**src/rtl/seed_scrambler.sv**
```systemverilog
module seed_scrambler #(
  parameter int W = 16,
  parameter logic [W-1:0] FIXED_SEED = '1,
  parameter logic [W-1:0] TAP_MASK = 16'hB400
) (
  input  logic         clk,
  input  logic         rst_n,
  input  logic         frame_start,
  input  logic         hdr_done,
  input  logic [1:0]   mode_sel,
  input  logic         seed_wr,
  input  logic         seed_wr_idx,
  input  logic [W-1:0] seed_wr_data,
  input  logic         in_valid,
  input  logic         in_bit,
  output logic         out_valid,
  output logic         out_bit
);
  localparam logic [1:0] MODE_OFF = 2'd3;

  logic [W-1:0] seed1_q, seed2_q, state_q, pick;
  logic [1:0]   mode_q;
  logic         payload_q;

  always_comb begin
    case (mode_sel)
      2'd0:    pick = FIXED_SEED;
      2'd1:    pick = seed1_q;
      2'd2:    pick = seed2_q;
      default: pick = '0;
    endcase
  end

  wire in_hdr = !payload_q || hdr_done || frame_start;
  wire ks = !in_hdr && (mode_q != MODE_OFF) && state_q[W-1];

  always_ff @(posedge clk or negedge rst_n) begin
    if (!rst_n) begin
      seed1_q <= '0;
      seed2_q <= '0;
    end else if (seed_wr) begin
      if (seed_wr_idx) seed2_q <= seed_wr_data;
      else             seed1_q <= seed_wr_data;
    end
  end

  always_ff @(posedge clk or negedge rst_n) begin
    if (!rst_n) begin
      state_q   <= '0;
      mode_q    <= MODE_OFF;
      payload_q <= 1'b0;
    end else if (hdr_done) begin
      state_q   <= pick;
      mode_q    <= mode_sel;
      payload_q <= 1'b1;
    end else if (frame_start) begin
      payload_q <= 1'b0;
    end else if (in_valid && payload_q) begin
      state_q <= {state_q[W-2:0], ^(state_q & TAP_MASK)};
    end
  end

  always_ff @(posedge clk or negedge rst_n) begin
    if (!rst_n) begin
      out_valid <= 1'b0;
      out_bit   <= 1'b0;
    end else begin
      out_valid <= in_valid;
      out_bit   <= in_valid && (in_bit ^ ks);
    end
  end
endmodule


```
**config.mk**
```make
export PLATFORM = sky130hd
export DESIGN_NAME = seed_scrambler
export DESIGN_NICKNAME = d
export VERILOG_FILES = /design/src/rtl/seed_scrambler.sv
export SDC_FILE = /design/constraint.sdc
export NUM_CORES = 1
export LEC_CHECK = 0
export ABC_CLOCK_PERIOD_IN_PS = 1040
export BUFFER_PORTS_ARGS = -buffer_cell sky130_fd_sc_hd__buf_2
export CORE_ASPECT_RATIO = 2
export CORE_MARGIN = 10
export CORE_UTILIZATION = 52
export DETAILED_ROUTE_END_ITERATION = 16
export GPL_TIMING_DRIVEN = 0
export PLACE_DENSITY_LB_ADDON = 0.1
export SLEW_MARGIN = 20
export SYNTH_ARGS = -nofsm -noshare
export SYNTH_HDL_FRONTEND = slang
export SYNTH_SLANG_ARGS = --single-unit
export TNS_END_PERCENT = 10
```
**constraint.sdc**
```tcl
create_clock -name clk -period 1.04 [get_ports clk]
set_input_delay 0 -clock clk [delete_from_list [all_inputs] [get_ports clk]]
set_output_delay 0 -clock clk [all_outputs]
set_load 0.1 [all_outputs]
```
; ---- Yosys cells after proc, flatten, opt, wreduce, memory -nomap -nowiden
; Cells that the tools add are included.
[totals]
output_inout_bits = 2
register_bits = 53
inputBits = 26
[classes]
n_eq_ne = 4
muxes = 6
n_reduce_logical = 15
bitwise_logic = 2
[op_table]
columns = cell, n
row1 = $mux W16, 3
row2 = $pmux W16 S3, 1
row3 = $reduce_xor A16 Y1, 1
row4 = $reduce_and A2 Y1, 3
row5 = $logic_and A1 B1 Y1, 4
row6 = $reduce_bool A2 Y1, 2
row7 = $eq A2 B1 Y1 const B, 1
row8 = $eq A2 B2 Y1 const B, 1
row9 = $logic_not A1 Y1, 2
row10 = $logic_not A2 Y1, 1
row11 = $logic_or A1 B1 Y1, 2
row12 = $mux W1, 2
row13 = $ne A2 B1 Y1 const B, 1
row14 = $ne A2 B2 Y1 const B, 1
row15 = $not A1 Y1, 1
row16 = $xor A1 B1 Y1, 1

; ---- Longest topological paths before layout
[logic_depth]
depth_word = 8
mapped_depth = 5
mapped_depth_nobuf = 4

; ---- Worst setup path after synthesis
; OpenSTA, ideal clock, no wires.
[synth_timing]
kind = flip-flop to flip-flop
start = register state_q[13]
end = register state_q[0]
setup_slack_ns = -0.102
path_buffers = 0
path_stages_with_launch = 5
t_required_ns = 0.915
t_arrival_ns = 1.017
setup_time_ns = 0.125
path_cell_list = dfrtp_1 -> xnor2_1 -> xnor2_1 -> o22ai_1 -> mux2_2
[synth_between]
elab_chain_len = 4
[synth_lines]
columns = item, line
row1 = from (decl), 21  ; logic [W-1:0] seed1_q, seed2_q, state_q, pick;
row2 = from (signal assigned), 53  ; state_q <= pick;
row3 = from (signal assigned), 59  ; state_q <= {state_q[W-2:0], ^(state_q & TAP_MASK)};
row4 = $reduce_xor A16 Y1, 59
row5 = $mux W16, 58  ; end else if (in_valid && payload_q) begin
row6 = $mux W16, 56  ; end else if (frame_start) begin
row7 = $mux W16, 52  ; end else if (hdr_done) begin
; Every way passes these cells. The select of a mux whose other input is x is not followed.
; A chain may end at the register's enable or synchronous reset.

; ---- Final worst setup path
[layout_timing]
start = register state_q[10]
end = register state_q[0]
; The elaborated chain is that of the path after synthesis.

==> qor.txt <==
Fin Setup TNS: -0.734 ns
CP max stage cell: dfrtp_1
Slew HR: 59.4%
CP top delay family: flip-flops
Fin. max-slew vios: 0
Wire length per cell: 16.0 um
Net Sw Frac: 24.7%
Worst Max-Slew Pin Slew: 0.610 ns
PortBufs: 27
Core area: 4550 um^2
Antenna violations before repair: 0
Worst Path Max Fanout: 2
Fraction of layout cells with a size suffix above 1: 37.0%
Worst path cell trace: xnor2_2, xnor2_1, o22ai_1, mux2_2
Storage cell area: 1330 um^2
Synth top area share: 53.1%
DR pass1 iterations: 4
Arr. time, crit path: 1.43 ns
Setup-failing EPs final: 16
Placed Cells incl. Taps: 279
Hold Path Class: input pin to flop
Register bit total from synthesis: 53
Worst Slack Setup Final: -0.193 ns
Mapped Avg Cell Area: 12.3 um^2
Die area: 7910 um^2
Area of placed instances: 2630 um^2
Number of global-route vias before repair: 1,828
Worst skew pair latency: 0.30 ns
Fillers: 377
Area contributors post-synth: dfrtp_1, mux2_2, mux2_4
Post-Syn Area: 2400 um^2
Hold Fails Final Rpt: 0
Logic pwr share: 19.9%
Gr ovfl total: 0
Post-DP HPWL: 3.60 mm
CTS tree: yes
Final period util: 119%
Total wire length: 4.95 mm
Yosys warns: 0
Vias: 1,654
Chip width: 68.1 um
Clk sinks: 53
# diodes: 0
DRT iter0 DRCs: 55
Post-synth EDFFs: 0
ANT nets after route: 0
GP Congestion: 0.784
Int Pwr: 3.72 mW
Synth area leader: dfrtp_1
Maximum vdd ir drop: 0.00120 V
Multi-input combinational cell area: 1010 um^2
Final nets: 279
Critical R2R Launch: state_q[10]$_DFFE_PN0P_
RSZ-0062 raised after global routing: true
Largest net degree at the start of global routing: 28
Worst R2R Setup Slack: -0.19 ns
TritonCTS Buffers: 5
CTS max path bufs: 2
Remaining DRCs: 0
Asr flop ratio synth: 100%
I/O pin count: 28
Leak pwr: 1.35 nW
# rows: 35
Switch Pwr: 1.22 mW
Syn Inst Count: 196
Distinct cells, synth: 27
Crit-path max cell delay: 0.43 ns
Die H: 116 um
Critical path data required time: 1.23 ns
CP bufs+invs: 0
Clock skew: 0.00482 ns
Fin cells: 309
Clock transition at the registers of the reported paths: 0.09 ns
Initial cell density of the core: 52.8%
Synthesized Nets: 222
Max frequency: 0.811 GHz
Gr usage total: 13.8%
Design area: 3000 um^2
Global-route wire length before repair: 8.33 mm
Crit Path Category: flop to flop
Sequential-to-total area share from yosys stat: 55.3%
Vias/cell: 5.35
Overall power: 4.94 mW
Post-layout min period: 1.23 ns
Pwr dens: 1650 nW/um^2
Max-Cap Viols: 0
Outcome: finished, violations left
Seq pwr share: 51.7%
Worst hold path startpoint: mode_sel[1]
Root buffer cell: clkbuf_8
Most frequent cell after synthesis: dfrtp_1
Most used flip-flop cell after synthesis: dfrtp_1
CP Capture Type: flop
H-tree Lvls: 2
Clock network fraction of design power: 28.4%
Commonest cells in the netlist: dfrtp_1, mux2_2, o21ai_1, nand2_1
Critical Path Start: state_q[10]$_DFFE_PN0P_
Startpoint Class: flop
Failing checks: negative setup slack
Area grow syn2layout: 24.8%
==> registers in the layout, indices dropped and copies added, names as in the netlist <==
register and count:
mode_q 2, out_bit 1, out_valid 1, payload_q 1, seed1_q 16, seed2_q 16
state_q 16
==> per-stage QoR <==
stage               hold WS [ns]  setup slack (ns)  utilization [%]
global route             0.00790            -0.227             65.9
global placement           0.144            -0.205             57.3
floorplan                 -0.296           -0.0897                -
finish                    0.0215            -0.193             65.9
CTS                      0.00616            -0.199             65.4
detailed placement        0.0492            -0.212             57.7
==> path summary, 6_finish.rpt <==
kind | to | depth (start not counted)
min in group asynchronous | seed2_q[0]$_DFFE_PN0P_ | 2
worst max register to register | state_q[0]$_DFFE_PN0P_ | 4
worst min-delay path | mode_q[1]$_DFFE_PN1P_ | 2
max in group asynchronous | mode_q[0]$_DFFE_PN1P_ | 3
worst min register to register | state_q[6]$_DFFE_PN0P_ | 2
worst max-delay path | state_q[0]$_DFFE_PN0P_ | 4
==> layout make-up <==
| type | instances | area share, % |
|---|---|---|
| Buffer | 12 | 3.17 |
| Clock buffer | 7 | 2.88 |
| Clock inverter | 1 | 1.00 |
| Inverter | 4 | 0.500 |
| Multi-Input combinational cell | 127 | 33.6 |
| Sequential cell | 53 | 44.3 |
| Tap cell | 55 | 2.29 |
| Timing Repair Buffer | 50 | 12.3 |
==> power groups by stage <==
stage / registers (mW) / logic, mW / clock network [mW]
2_1_floorplan: 2.58 / 0.601 / 0
3_3_place_gp: 2.58 / 0.825 / 0
3_5_place_dp: 2.60 / 0.863 / 0
4_1_cts: 2.55 / 0.981 / 1.47
5_1_grt: 2.58 / 1.09 / 1.55
6_report: 2.56 / 0.983 / 1.40
==> routing by layer <==
metal  global-route usage, %  share of wire, %  up-vias
li1                        -                 -      814
met1                    14.8                39      798
met2                    23.2                53       32
met3                    3.75               4.6       10
met4                    8.23               2.9        0
met5                       0                 0        -
==> cells in the final DEF, fill, tap and decap left out, types with 2 or more instances in the layout <==
| cell | n |
|---|---|
| xnor2_1 | 2 |
| mux2_2 | 26 |
| dfrtp_1 | 51 |
| buf_6 | 5 |
| a2bb2oi_1 | 13 |
| a21boi_1 | 13 |
| nand2_1 | 17 |
| clkbuf_8 | 6 |
| inv_2 | 2 |
| o22ai_1 | 2 |
| xnor2_2 | 2 |
| nor2b_1 | 2 |
| a21oi_1 | 2 |
| o21ai_0 | 10 |
| o21ai_1 | 21 |
| dlygate4sd3_1 | 18 |
| clkbuf_1 | 2 |
| buf_4 | 8 |
| dfstp_2 | 2 |
| buf_2 | 28 |
| inv_1 | 2 |
| mux2_4 | 8 |
==> cell families after synthesis <==
family	synth area share, %
mux	17.6
xor+xnor	1.46
buf+inv	4.11
compound gates	16.9
simple gates	4.74
flops	55.3
==> what timing repair did <==
item,in CTS,in global routing
pin swaps,2,1
resized for setup,7,5
hold endpoints to repair,60,0
hold buffers,18,0
setup endpoints to repair,19,17
setup buffers,4,0
gates cloned,0,0
Power figures use the tool's default switching activity.
